$ cat src/rtl/dp_alu_pkg.sv
package dp_alu_pkg;

   typedef enum logic [3:0] {
      OP_AND = 4'b0000,
      OP_EOR = 4'b0001,
      OP_SUB = 4'b0010,
      OP_RSB = 4'b0011,
      OP_ADD = 4'b0100,
      OP_ADC = 4'b0101,
      OP_SBC = 4'b0110,
      OP_RSC = 4'b0111,
      OP_TST = 4'b1000,
      OP_TEQ = 4'b1001,
      OP_CMP = 4'b1010,
      OP_CMN = 4'b1011,
      OP_ORR = 4'b1100,
      OP_MOV = 4'b1101,
      OP_BIC = 4'b1110,
      OP_MVN = 4'b1111
   } alu_op_e;

   typedef struct packed {
      logic n;
      logic z;
      logic c;
      logic v;
   } alu_flags_t;

   function automatic logic op_is_arith(input alu_op_e op);
      case (op)
         OP_SUB, OP_RSB, OP_ADD, OP_ADC,
         OP_SBC, OP_RSC, OP_CMP, OP_CMN: return 1'b1;
         default:                         return 1'b0;
      endcase
   endfunction

   function automatic logic op_is_test(input alu_op_e op);
      return (op[3:2] == 2'b10);
   endfunction

endpackage

$ cat src/rtl/dp_logic_unit.sv
module dp_logic_unit
   import dp_alu_pkg::*;
#(
   parameter int DATA_W = 32
) (
   input  alu_op_e           op,
   input  logic [DATA_W-1:0] a,
   input  logic [DATA_W-1:0] b,
   output logic [DATA_W-1:0] y
);

   always_comb begin
      case (op)
         OP_AND, OP_TST: y = a & b;
         OP_EOR, OP_TEQ: y = a ^ b;
         OP_ORR:         y = a | b;
         OP_MOV:         y = b;
         OP_BIC:         y = a & ~b;
         OP_MVN:         y = ~b;
         default:        y = '0;
      endcase
   end

   // the move forms must not depend on A
   always_comb begin
      if (op == OP_MOV) begin
         p_mov_passes_b_r2: assert (y == b);
      end
      if (op == OP_MVN) begin
         p_mvn_inverts_b_r2: assert (y == ~b);
      end
   end

endmodule

$ cat src/rtl/dp_adder.sv
module dp_adder
   import dp_alu_pkg::*;
#(
   parameter int DATA_W       = 32,
   parameter bit ADDER_RIPPLE = 1'b0
) (
   input  alu_op_e           op,
   input  logic [DATA_W-1:0] a,
   input  logic [DATA_W-1:0] b,
   input  logic              cin_flag,
   output logic [DATA_W-1:0] sum,
   output logic              cout,
   output logic              ovf
);

   localparam int MSB = DATA_W - 1;

   logic [DATA_W-1:0] x;
   logic [DATA_W-1:0] y;
   logic              cin;

   // operand steering: reverse forms swap, subtract forms invert
   always_comb begin
      x   = a;
      y   = b;
      cin = 1'b0;
      case (op)
         OP_SUB, OP_CMP: begin x = a; y = ~b; cin = 1'b1;     end
         OP_RSB:         begin x = b; y = ~a; cin = 1'b1;     end
         OP_ADD, OP_CMN: begin x = a; y = b;  cin = 1'b0;     end
         OP_ADC:         begin x = a; y = b;  cin = cin_flag; end
         OP_SBC:         begin x = a; y = ~b; cin = cin_flag; end
         OP_RSC:         begin x = b; y = ~a; cin = cin_flag; end
         default:        begin x = a; y = b;  cin = 1'b0;     end
      endcase
   end

   generate
      if (ADDER_RIPPLE) begin : g_ripple
         always_comb begin
            logic c;
            c = cin;
            for (int i = 0; i < DATA_W; i++) begin
               sum[i] = x[i] ^ y[i] ^ c;
               c      = (x[i] & y[i]) | (c & (x[i] ^ y[i]));
            end
            cout = c;
         end
      end else begin : g_behav
         logic [DATA_W:0] wide;
         always_comb begin
            wide = {1'b0, x} + {1'b0, y} + {{DATA_W{1'b0}}, cin};
            sum  = wide[DATA_W-1:0];
            cout = wide[DATA_W];
         end
      end
   endgenerate

   assign ovf = (x[MSB] == y[MSB]) && (sum[MSB] != x[MSB]);

   // two non-negative addends can never report a carry-out
   always_comb begin
      if ((op == OP_ADD) && !a[MSB] && !b[MSB]) begin
         p_no_carry_small_r3: assert (!cout);
      end
   end

endmodule

$ cat src/rtl/dp_flag_unit.sv
module dp_flag_unit
   import dp_alu_pkg::*;
#(
   parameter int DATA_W = 32
) (
   input  logic [DATA_W-1:0] res,
   input  logic              is_arith,
   input  logic              add_cout,
   input  logic              add_ovf,
   input  logic              shift_carry,
   input  alu_flags_t        cur,
   input  logic              set_flags,
   input  logic              dest_is_pc,
   output alu_flags_t        nxt,
   output logic              upd
);

   alu_flags_t computed;

   always_comb begin
      computed.n = res[DATA_W-1];
      computed.z = (res == '0);
      computed.c = is_arith ? add_cout : shift_carry;
      computed.v = is_arith ? add_ovf  : cur.v;
   end

   assign upd = set_flags && !dest_is_pc;
   assign nxt = upd ? computed : cur;

endmodule

$ cat src/rtl/dp_alu.sv
module dp_alu
   import dp_alu_pkg::*;
#(
   parameter int DATA_W       = 32,
   parameter bit ADDER_RIPPLE = 1'b0
) (
   input  logic [3:0]        op,
   input  logic [DATA_W-1:0] opnd_a,
   input  logic [DATA_W-1:0] opnd_b,
   input  logic [3:0]        flags_in,
   input  logic              shift_carry,
   input  logic              set_flags,
   input  logic              dest_is_pc,
   output logic [DATA_W-1:0] result,
   output logic              rd_we,
   output logic [3:0]        flags_out,
   output logic              flags_we
);

   generate
      if (DATA_W < 8) begin : g_bad_width
         $error("dp_alu: DATA_W must be at least 8");
      end
   endgenerate

   alu_op_e           op_e;
   logic [DATA_W-1:0] logic_y;
   logic [DATA_W-1:0] add_sum;
   logic              add_cout;
   logic              add_ovf;
   logic              arith;
   alu_flags_t        cur_f;
   alu_flags_t        nxt_f;

   assign op_e  = alu_op_e'(op);
   assign arith = op_is_arith(op_e);
   assign cur_f = alu_flags_t'(flags_in);

   dp_logic_unit #(.DATA_W(DATA_W)) u_logic (
      .op (op_e),
      .a  (opnd_a),
      .b  (opnd_b),
      .y  (logic_y)
   );

   dp_adder #(.DATA_W(DATA_W), .ADDER_RIPPLE(ADDER_RIPPLE)) u_adder (
      .op       (op_e),
      .a        (opnd_a),
      .b        (opnd_b),
      .cin_flag (cur_f.c),
      .sum      (add_sum),
      .cout     (add_cout),
      .ovf      (add_ovf)
   );

   assign result = arith ? add_sum : logic_y;
   assign rd_we  = !op_is_test(op_e);

   dp_flag_unit #(.DATA_W(DATA_W)) u_flags (
      .res         (result),
      .is_arith    (arith),
      .add_cout    (add_cout),
      .add_ovf     (add_ovf),
      .shift_carry (shift_carry),
      .cur         (cur_f),
      .set_flags   (set_flags),
      .dest_is_pc  (dest_is_pc),
      .nxt         (nxt_f),
      .upd         (flags_we)
   );

   assign flags_out = nxt_f;

   always_comb begin
      if (!set_flags || dest_is_pc) begin
         p_hold_flags_r8: assert (flags_out == flags_in && !flags_we);
      end
      if (flags_we) begin
         p_zero_flag_r6: assert (flags_out[2] == (result == '0));
         p_neg_flag_r6:  assert (flags_out[3] == result[DATA_W-1]);
      end
      if (flags_we && !arith) begin
         p_logic_flags_r9: assert (flags_out[0] == flags_in[0] && flags_out[1] == shift_carry);
      end
      if (op[3:2] == 2'b10) begin
         p_test_no_write_r7: assert (!rd_we);
      end
   end

endmodule

$ cat config.mk
export PLATFORM = sky130hd
export DESIGN_NAME = dp_alu
export DESIGN_NICKNAME = d
export VERILOG_FILES = /design/src/rtl/dp_alu_pkg.sv /design/src/rtl/dp_logic_unit.sv /design/src/rtl/dp_adder.sv /design/src/rtl/dp_flag_unit.sv /design/src/rtl/dp_alu.sv
export SDC_FILE = /design/constraint.sdc
export NUM_CORES = 1
export LEC_CHECK = 0
export ABC_AREA = 1
export CORE_AREA = 2 2 103 105
export DETAILED_ROUTE_END_ITERATION = 7
export DIE_AREA = 0 0 105 107
export PLACE_DENSITY = 0.88
export SLEW_MARGIN = 20
export SYNTH_ARGS = -nofsm -noshare
export SYNTH_HDL_FRONTEND = slang
export SYNTH_SLANG_ARGS = --single-unit
$ cat constraint.sdc
create_clock -name vclk -period 9.04
set_clock_uncertainty 0.05 [all_clocks]
set_input_delay 1.356 -clock vclk [all_inputs]
set_output_delay 1.356 -clock vclk [all_outputs]
set_load 0.005 [all_outputs]
==> metrics.yaml, run 1 <==
grt:
  antenna_found_initial: 0
  grt.overflow.total: 0
  grt_pass1_vias: 6939
  grt_max_degree: 65
  grt_util_all_layers_pct: 39.3
  grt_pass1_wl_um: 35800
synth:
  mappedNetlistArea_um2: 5920
  syn_area_per_cell_um2: 4.99
  area_share_of_the_largest_cell_type_after_synthesis_pct: 26.4
  yosys-top-cells-count: "sky130_fd_sc_hd__nand2_1, sky130_fd_sc_hd__inv_1, sky130_fd_sc_hd__nor2_1"
  yosysTopAreaCell: "sky130_fd_sc_hd__nand2_1"
  synth_top_cells_by_area: "sky130_fd_sc_hd__nand2_1, sky130_fd_sc_hd__inv_1, sky130_fd_sc_hd__ha_1"
  ys_seq_area_share_pct: 0
  ys_warn_count: 0
  ys_types: 40
  yosysMostFrequentCell: "sky130_fd_sc_hd__nand2_1"
  synth_fp_nets: 1327
  postSynthCellCount: 1187
sta:
  unrepaired_setup_endpoints_after_global_routing: "no"
  setup_viol_count_final: 0
  fin_hold_ws_ps: 3600
  finalWorstPathRequiredPeriod_ps: 7590
  finalHoldViolCount: 0
  totalNegativeSetupSlack_ps: 0
  timing.slew.headroom_pct: 22.2
  max_slew.worst_pin.slew_ps: 1170
  timing.fmax_ghz: 0.132
  maxSlewViolCount: 0
  fin_crit_sh_pct: 84.0
floorplanning:
  core_um2: 10100
  fp.dieArea_um2: 11200
  die_h_um: 107
  initial_utilization_pct: 58.7
  placement_rows: 37
  io_pins: 113
  chipWidth_um: 105
power:
  sequentialPowerShare_pct: 0
  internal_power_uw: 236
  power-per-cell-area_nw_per_um2: 83.0
  power.share.clock_pct: 0
  max-vdd-ir-drop_mv: 0.0455
  power.combinational.fraction_pct: 100.0
  p_sw_uw: 349
  power_switching_share_pct: 59.7
  power_leakage_uw: 0.00391
placed_design:
  place_hpwl_um: 17700
  postPlaceCellArea_um2: 7050
  finalWeightedCongestion: 1.02
  port-buffer-count: 113
detailed_routing:
  drc: 0
  detail_route.wirelength_um: 22500
  postRouteAntennaNets: 0
  drt_iter0_drc: 1019
  vias: 7978
  drt_pre_antenna_iters: 6
  drt_via_density: 5.69
  wire_per_inst_um: 16.1
cts:
  cts_hold_repair.buffers: 0
  post-cts-setup-buffer-count: 0
  cts_resized: 0
critical_path:
  path_max_fanout: 49
  critical_path_class: "in2out"
  path_buf_inv: 5
  worst_setup_path_end_kind: "output pin"
  critical_path_required_ps: 7630
  worst_ep_arrival_time_ps: 6180
  critical_path.top_delay_family: "buffers and inverters"
  critical_path.slowest_cell: "sky130_fd_sc_hd__clkdlybuf4s50_1"
  timing.critical_path.mode_cell: "sky130_fd_sc_hd__nand2_1"
  max_stage_delay_ps: 650
  setup.worst_path.start_class: "primary input"
layout:
  combined_flip_flop_and_latch_cell_area_um2: 0
  utilization_pct: 69.9
  area_delta_synth_final_pct: 19.1
  final_area_um2: 7050
  clkbuf_count: 0
  seq_cell_count: 0
  final_net_count: 1407
  num-fill-cells: 997
  drive_gt1_share_pct: 4.74
  antennaDiodeCount: 0
worst_hold_path:
  min_path_type: "in2out"
status:
  status: "finished, final reports clean"
job:
  cap_viol_max_count: 0
-- power by group through the flow --
stage          clock, uW  sequential, uW  combinational (uW)
2_1_floorplan          0               0                 349
3_3_place_gp           0               0                 563
3_5_place_dp           0               0                 567
4_1_cts                0               0                 570
5_1_grt                0               0                 645
6_report               0               0                 585
-- layer usage --
layer	track usage (%)	part of all wire, %
met4	8.10	2.3
met1	56.3	44
met3	6.87	12
met5	0	0
met2	61.4	42
-- cell families (layout without fill, tap and decap cells) --
kind of cell | after synthesis | after routing | share of synthesized area (%)
buf+inv | 270 | 348 | 18.1
simple gates | 621 | 621 | 43.2
xor+xnor | 8 | 8 | 1.44
fa+ha+maj | 65 | 65 | 14.0
compound gates | 223 | 223 | 23.2
-- cell usage in the layout (no fill, tap or decap), types with 3 or more instances in the layout --
master / instances
sky130_fd_sc_hd__nand2_1: 416
sky130_fd_sc_hd__inv_1: 224
sky130_fd_sc_hd__clkdlybuf4s50_1: 113
sky130_fd_sc_hd__nor2_1: 83
sky130_fd_sc_hd__nand3_1: 74
sky130_fd_sc_hd__o21ai_0: 71
sky130_fd_sc_hd__ha_1: 63
sky130_fd_sc_hd__a21oi_1: 45
sky130_fd_sc_hd__o22ai_1: 34
sky130_fd_sc_hd__a31o_2: 31
sky130_fd_sc_hd__o211ai_1: 19
sky130_fd_sc_hd__nand4_1: 16
sky130_fd_sc_hd__o2111ai_1: 8
sky130_fd_sc_hd__inv_2: 7
sky130_fd_sc_hd__nor3_1: 6
sky130_fd_sc_hd__o21ai_1: 6
sky130_fd_sc_hd__nor2_2: 5
sky130_fd_sc_hd__and2_1: 4
sky130_fd_sc_hd__xor2_1: 4
sky130_fd_sc_hd__nand3b_1: 4
sky130_fd_sc_hd__buf_4: 4
sky130_fd_sc_hd__nand2_2: 3
sky130_fd_sc_hd__nand2_4: 3
-- area by class of cell --
class	instances	area, um2	area share (%)
inverter	231	867	12.3
tap	136	170	2.41
timing repair buffer	117	1160	16.5
multi-input combinational	917	4850	68.8
-- stage by stage --
stage	power, uW	setup WS [ps]	instances
2_1_floorplan	349	3320	1187
3_3_place_gp	563	1620	1401
3_5_place_dp	567	1550	1401
4_1_cts	570	1540	1401
5_1_grt	645	1080	1401
6_report	585	1450	1401
-- worst min-delay path, cell delays in order --
cell	delay (ps)
sky130_fd_sc_hd__clkdlybuf4s50_1	400
sky130_fd_sc_hd__nand2_1	60
sky130_fd_sc_hd__nand2_1	40
sky130_fd_sc_hd__clkdlybuf4s50_1	430
-- worst paths after layout --
check | startpoint | endpoint | cells after the start
max | op[3] | flags_out[2] | 26
min | flags_in[2] | flags_out[2] | 4
No activity file was read; power rests on OpenSTA's default activity.
==> run 2: changes to the inputs <==
--- a/config.mk
+++ b/config.mk
@@ -6,10 +6,10 @@
 export NUM_CORES = 1
 export LEC_CHECK = 0
 export ABC_AREA = 1
-export CORE_AREA = 2 2 103 105
+export CORE_AREA = 2 2 106 108
 export DETAILED_ROUTE_END_ITERATION = 7
-export DIE_AREA = 0 0 105 107
-export PLACE_DENSITY = 0.88
+export DIE_AREA = 0 0 108 110
+export PLACE_DENSITY = 0.83
 export SLEW_MARGIN = 20
 export SYNTH_ARGS = -nofsm -noshare
 export SYNTH_HDL_FRONTEND = slang
==> constraint.sdc (replaced) <==
create_clock -name vclk -period 7.2
set_clock_uncertainty 0.05 [all_clocks]
set_input_delay 1.08 -clock vclk [all_inputs]
set_output_delay 1.08 -clock vclk [all_outputs]
set_load 0.005 [all_outputs]
==> run 2 against run 1 <==
Compared with the run above:
- critical path type unchanged
- global-route usage is 0.80 points lower
- largest cell class unchanged
- via count is 2.6% higher
- critical endpoint unchanged
- highest routed layer unchanged
- final cell count is 0.50% higher
- first-iteration DRC count is 1.6% lower
- utilization is 3.4 points lower
- clock-buffer cell count stayed put
- final area is 0.87% higher
- sequential cell count stayed put
- critical path depth is 1 lower
- sequential share of layout area stayed put
- non-clock buffer count is 3 higher
- worst hold slack worse by 550 ps
==> metrics.yaml, run 2 (same netlist as run 1, synthesis figures left out) <==
status:
  status: "finished, final reports clean"  # unchanged
placed_design:
  port-buffer-count: 113  # unchanged
  finalWeightedCongestion: 1.06  # was 1.02
  placed_cell_count: 1408  # was 1401
  place_hpwl_um: 18500  # was 17700 um
power:
  sequentialPowerShare_pct: 0  # about the same
  power_switching_share_pct: 60.0  # was 59.7%
  power.combinational.fraction_pct: 100.0  # about the same
  power_leakage_uw: 0.00394  # was 0.00391 uW
  p_sw_uw: 449  # was 349 uW
  power-per-cell-area_nw_per_um2: 105  # was 83.0 nW/um2
  internal_power_uw: 299  # was 236 uW
  power.share.clock_pct: 0  # about the same
  max-vdd-ir-drop_mv: 0.0519  # was 0.0455 mV
layout:
  layout_commonest_cell: "sky130_fd_sc_hd__nand2_1"  # unchanged
  antennaDiodeCount: 0  # unchanged
  drive_gt1_share_pct: 4.97  # was 4.74%
  num-fill-cells: 1134  # was 997
  area_delta_synth_final_pct: 20.1  # was 19.1%
  final-instance-count-excl-fill: 1408  # was 1401
  seq_cell_count: 0  # unchanged
  final_cell_mix: "sky130_fd_sc_hd__nand2_1, sky130_fd_sc_hd__inv_1, sky130_fd_sc_hd__clkdlybuf4s50_1, sky130_fd_sc_hd__nor2_1, sky130_fd_sc_hd__nand3_1"  # unchanged
  combined_flip_flop_and_latch_cell_area_um2: 0  # unchanged
  final_net_count: 1410  # was 1407
  clkbuf_count: 0  # unchanged
sta:
  unrepaired_setup_endpoints_after_global_routing: "no"  # unchanged
  setup_viol_count_final: 0  # unchanged
  max_slew.worst_pin.slew_ps: 1130  # was 1170 ps
  finalHoldViolCount: 0  # unchanged
  finalWorstPathRequiredPeriod_ps: 6850
  maxSlewViolCount: 0  # unchanged
  fin_hold_ws_ps: 3040  # was 3600 ps
  timing.fmax_ghz: 0.146
  totalNegativeSetupSlack_ps: 0  # unchanged
  fin_crit_sh_pct: 95.1
  timing.slew.headroom_pct: 25.0  # was 22.2%
grt:
  antenna_found_initial: 0  # unchanged
  grt_pass1_wl_um: 36100  # was 35800 um
  grt_util_all_layers_pct: 38.5  # was 39.3%
  grt_pass1_vias: 7066  # was 6939
  grt_max_degree: 65  # unchanged
  grt.overflow.total: 0  # unchanged
detailed_routing:
  postRouteAntennaNets: 0  # unchanged
  drt_iter0_drc: 1003  # was 1019
  drc: 0  # unchanged
  drt_via_density: 5.81  # was 5.69
  wire_per_inst_um: 16.6  # was 16.1 um
  vias: 8184  # was 7978
  detail_route.wirelength_um: 23400  # was 22500 um
  drt_pre_antenna_iters: 6  # unchanged
critical_path:
  critical_path_class: "in2out"  # unchanged
  path_max_fanout: 64  # was 49
  setup.worst_path.start_class: "primary input"  # unchanged
  critical_path_required_ps: 6070  # was 7630 ps
  worst_ep_arrival_time_ps: 5720  # was 6180 ps
  worst_setup_path_end_kind: "output pin"  # unchanged
floorplanning:
  die_h_um: 110  # was 107 um
  fp.dieArea_um2: 11900  # was 11200 um2
  initial_utilization_pct: 55.4  # was 58.7%
  io_pins: 113  # unchanged
  placement_rows: 38  # was 37
  core_um2: 10700  # was 10100 um2
  chipWidth_um: 108  # was 105 um
cts:
  cts_hold_repair.buffers: 0  # unchanged
  post-cts-setup-buffer-count: 0  # unchanged
  cts_resized: 0  # unchanged
worst_hold_path:
  min_path_type: "in2out"  # unchanged
job:
  cap_viol_max_count: 0  # unchanged
[run 2: cell types whose count changed in the layout (fill, tap and decap cells not counted)]
cell | before | now
sky130_fd_sc_hd__inv_4 | 0 | 2
sky130_fd_sc_hd__inv_2 | 7 | 5
sky130_fd_sc_hd__buf_6 | 0 | 1
sky130_fd_sc_hd__buf_12 | 0 | 2
[run 2: layout make-up]
class              instances  area [um2]  area share, %
repair buffers           120        1210           17.0
well taps                140         175           2.46
inverters                231         872           12.3
multi-input cells        917        4850           68.2
[run 2: critical path, stage by stage]
cell,delay (ps)
sky130_fd_sc_hd__clkdlybuf4s50_1,680
sky130_fd_sc_hd__nand2_1,210
sky130_fd_sc_hd__nor2_4,170
sky130_fd_sc_hd__buf_6,380
sky130_fd_sc_hd__nand2_1,90
sky130_fd_sc_hd__o21ai_0,130
sky130_fd_sc_hd__fa_1,210
sky130_fd_sc_hd__inv_1,80
sky130_fd_sc_hd__fa_1,520
sky130_fd_sc_hd__nand2_1,130
sky130_fd_sc_hd__nand2_1,80
sky130_fd_sc_hd__nand3_1,120
sky130_fd_sc_hd__nand2_1,110
sky130_fd_sc_hd__nand2_1,80
sky130_fd_sc_hd__nand3_1,120
sky130_fd_sc_hd__nand2_1,200
sky130_fd_sc_hd__nand3_1,110
sky130_fd_sc_hd__nor2_1,160
sky130_fd_sc_hd__nand2_1,100
sky130_fd_sc_hd__nor2_1,120
sky130_fd_sc_hd__nand3_1,110
sky130_fd_sc_hd__nor2_1,100
sky130_fd_sc_hd__nand2_1,90
sky130_fd_sc_hd__nand2_1,60
sky130_fd_sc_hd__clkdlybuf4s50_1,490
[run 2: power groups by stage]
stage / Sequential, uW / Clock (uW) / Combinational (uW)
2_1_floorplan: 0 / 0 / 438
3_5_place_dp: 0 / 0 / 720
3_3_place_gp: 0 / 0 / 716
5_1_grt: 0 / 0 / 819
4_1_cts: 0 / 0 / 724
6_report: 0 / 0 / 748
[run 2: per-stage QoR]
| step | utilization, % | power, uW | setup WS (ps) | cell area, um2 |
|---|---|---|---|---|
| detailed placement | 66.4 | 720 | 388 | 7110 |
| finish | 66.5 | 748 | 352 | 7110 |
| global placement | 66.4 | 716 | 450 | 7110 |
| floorplan | - | 438 | 2030 | 5920 |
| CTS | 66.4 | 724 | 374 | 7110 |
| global route | 66.5 | 819 | 33.9 | 7110 |
[run 2: final timing paths]
check,endpoint,cells past startpoint,startpoint
setup / recovery,flags_out[2],25,op[0]
hold / removal,flags_out[2],4,flags_in[2]
[run 2: routing by layer]
metal / share of wire [%] / GRT usage, % / vias up
met5: 0 / 0 / -
met4: 2.3 / 9.43 / 0
met3: 13 / 8.35 / 51
met2: 40 / 56.4 / 485
met1: 45 / 56.7 / 3655
li1: - / - / 3993
==> run 3: changes to the inputs <==
--- a/config.mk
+++ b/config.mk
@@ -6,9 +6,10 @@
 export NUM_CORES = 1
 export LEC_CHECK = 0
 export ABC_AREA = 1
-export CORE_AREA = 2 2 106 108
+export CAP_MARGIN = 20
+export CORE_AREA = 4 4 108 110
 export DETAILED_ROUTE_END_ITERATION = 7
-export DIE_AREA = 0 0 108 110
+export DIE_AREA = 0 0 112 114
 export PLACE_DENSITY = 0.83
 export SLEW_MARGIN = 20
 export SYNTH_ARGS = -nofsm -noshare
==> run 3 against run 2 <==
Compared with the run above:
- worst hold slack better by 17 ps
- sequential share of layout area stayed put
- critical endpoint unchanged
- wire length decreased by 3.5%
==> metrics.yaml, run 3 (same netlist as run 1, synthesis figures left out) <==
placed_design:
  postPlaceCellArea_um2: 7110  # about the same
  placed_cell_count: 1409  # was 1408
  place_hpwl_um: 18000  # was 18500 um
  port-buffer-count: 113  # unchanged
  finalWeightedCongestion: 1.07  # was 1.06
  place_ws_ps: 406  # was 388 ps
critical_path:
  worst_setup_path_endpoint: "flags_out[2]"  # unchanged
  critical_path_required_ps: 6070  # about the same
  worst_ep_arrival_time_ps: 5690  # was 5720 ps
  path_max_fanout: 64  # unchanged
  critical_path_class: "in2out"  # unchanged
  setup.worst_path.start_class: "primary input"  # unchanged
  worst_setup_path_end_kind: "output pin"  # unchanged
  crit_path_start: "op[0]"  # unchanged
sta:
  fin_hold_ws_ps: 3060  # was 3040 ps
  maxSlewViolCount: 0  # unchanged
  finalWorstPathRequiredPeriod_ps: 6820  # was 6850 ps
  max_slew.worst_pin.slew_ps: 664  # was 1130 ps
  unrepaired_setup_endpoints_after_global_routing: "no"  # unchanged
  fin_crit_sh_pct: 94.7  # was 95.1%
  finalHoldViolCount: 0  # unchanged
  timing.fmax_ghz: 0.147  # was 0.146 GHz
  timing.slew.headroom_pct: 55.7  # was 25.0%
  final_critical_path_setup_slack_ps: 384  # was 352 ps
  setup_viol_count_final: 0  # unchanged
  totalNegativeSetupSlack_ps: 0  # unchanged
detailed_routing:
  wire_per_inst_um: 16.0  # was 16.6 um
  routed-wl-met2_um: 9540  # was 9390 um
  drt_pre_antenna_iters: 5  # was 6
  detail_route.wirelength_um: 22600  # was 23400 um
  drt_iter0_drc: 1030  # was 1003
  postRouteAntennaNets: 0  # unchanged
  uppermost_metal_layer_occupied_by_signal_nets: "met4"  # unchanged
  route.met3.wl_um: 3120  # was 3020 um
  drt_via_density: 5.68  # was 5.81
  met1Wirelength_um: 9760  # was 10500 um
  drc: 0  # unchanged
  vias: 8009  # was 8184
floorplanning:
  fp.dieArea_um2: 12800  # was 11900 um2
  chipWidth_um: 112  # was 108 um
  core_um2: 10700  # unchanged
  placement_rows: 38  # unchanged
  die_h_um: 114  # was 110 um
  initial_utilization_pct: 55.4  # unchanged
  io_pins: 113  # unchanged
grt:
  grt_pass1_wl_um: 35700  # was 36100 um
  grt_max_degree: 65  # unchanged
  grt_pass1_vias: 7161  # was 7066
  antenna_found_initial: 0  # unchanged
  grt.overflow.total: 0  # unchanged
  grt_util_all_layers_pct: 33.7  # was 38.5%
layout:
  clkbuf_count: 0  # unchanged
  multiInputGateArea_um2: 4850  # unchanged
  final_net_count: 1412  # was 1410
  combined_flip_flop_and_latch_cell_area_um2: 0  # unchanged
  seq_cell_count: 0  # unchanged
  antennaDiodeCount: 0  # unchanged
  drive_gt1_share_pct: 5.12  # was 4.97%
  final_cell_mix: "sky130_fd_sc_hd__nand2_1, sky130_fd_sc_hd__inv_1, sky130_fd_sc_hd__clkdlybuf4s50_1, sky130_fd_sc_hd__nor2_1, sky130_fd_sc_hd__nand3_1"  # unchanged
  area_delta_synth_final_pct: 20.4  # was 20.1%
  final-instance-count-excl-fill: 1410  # was 1408
  final_area_um2: 7130  # was 7110 um2
  layout_commonest_cell: "sky130_fd_sc_hd__nand2_1"  # unchanged
  num-fill-cells: 1089  # was 1134
cts:
  post-cts-setup-buffer-count: 0  # unchanged
  cts_hold_repair.buffers: 0  # unchanged
  cts_resized: 0  # unchanged
power:
  power_leakage_uw: 0.00395  # was 0.00394 uW
  power-per-cell-area_nw_per_um2: 103  # was 105 nW/um2
  max-vdd-ir-drop_mv: 0.0555  # was 0.0519 mV
job:
  cap_viol_max_count: 0  # unchanged
status:
  status: "finished, final reports clean"  # unchanged
worst_hold_path:
  min_path_type: "in2out"  # unchanged
[run 3: cell count changes in the layout (fill, tap and decap cells not counted)]
cell                    change
sky130_fd_sc_hd__inv_2      +2
sky130_fd_sc_hd__inv_4      -2
sky130_fd_sc_hd__buf_4      +1
sky130_fd_sc_hd__buf_6      +1
[run 3: cell type report]
| type | count | share of cell area, % |
|---|---|---|
| Inverter | 231 | 12.2 |
| Multi-Input combinational cell | 917 | 68.1 |
| Tap cell | 140 | 2.46 |
| Timing Repair Buffer | 122 | 17.3 |
[run 3: worst min-delay path by stage]
stage / from / to / cells past startpoint / slack [ps]
2_1_floorplan: op[3] / rd_we / 1 / 2160
3_3_place_gp: flags_in[2] / flags_out[2] / 4 / 3040
3_5_place_dp: flags_in[2] / flags_out[2] / 4 / 3050
4_1_cts: flags_in[2] / flags_out[2] / 4 / 3060
5_1_grt: flags_in[2] / flags_out[2] / 4 / 3080
6_report: flags_in[2] / flags_out[2] / 4 / 3060
[run 3: metrics by stage]
step	util, %	power (uW)
floorplan	-	438
global placement	66.5	713
detailed placement	66.5	715
CTS	66.5	719
global route	66.6	813
finish	66.6	737
[run 3: power breakdown]
| group | total, uW | switching (uW) | internal, uW | leakage, uW |
|---|---|---|---|---|
| sequential | 0 | 0 | 0 | 0 |
| combinational | 737 | 437 | 300 | 0.00395 |
| clock | 0 | 0 | 0 | 0 |
[run 3: metal layers]
| layer | GRT usage, % | vias to the layer above |
|---|---|---|
| li1 | - | 3997 |
| met4 | 4.73 | 0 |
| met2 | 53.3 | 473 |
| met1 | 47.4 | 3512 |
| met3 | 8.75 | 27 |
| met5 | 0 | - |
[run 3: worst max-delay path, cell delays in order]
cell                              delay, ps
sky130_fd_sc_hd__clkdlybuf4s50_1        670
sky130_fd_sc_hd__nand2_1                200
sky130_fd_sc_hd__nor2_4                 150
sky130_fd_sc_hd__buf_6                  370
sky130_fd_sc_hd__nand2_1                 90
sky130_fd_sc_hd__o21ai_0                140
sky130_fd_sc_hd__fa_1                   230
sky130_fd_sc_hd__inv_1                   80
sky130_fd_sc_hd__fa_1                   530
sky130_fd_sc_hd__nand2_1                140
sky130_fd_sc_hd__nand2_1                 80
sky130_fd_sc_hd__nand3_1                110
sky130_fd_sc_hd__nand2_1                130
sky130_fd_sc_hd__nand2_1                 90
sky130_fd_sc_hd__nand3_1                 70
sky130_fd_sc_hd__nand2_1                150
sky130_fd_sc_hd__nand3_1                110
sky130_fd_sc_hd__nor2_1                 160
sky130_fd_sc_hd__nand2_1                120
sky130_fd_sc_hd__nor2_1                 110
sky130_fd_sc_hd__nand3_1                100
sky130_fd_sc_hd__nor2_1                 110
sky130_fd_sc_hd__nand2_1                100
sky130_fd_sc_hd__nand2_1                 70
sky130_fd_sc_hd__clkdlybuf4s50_1        490
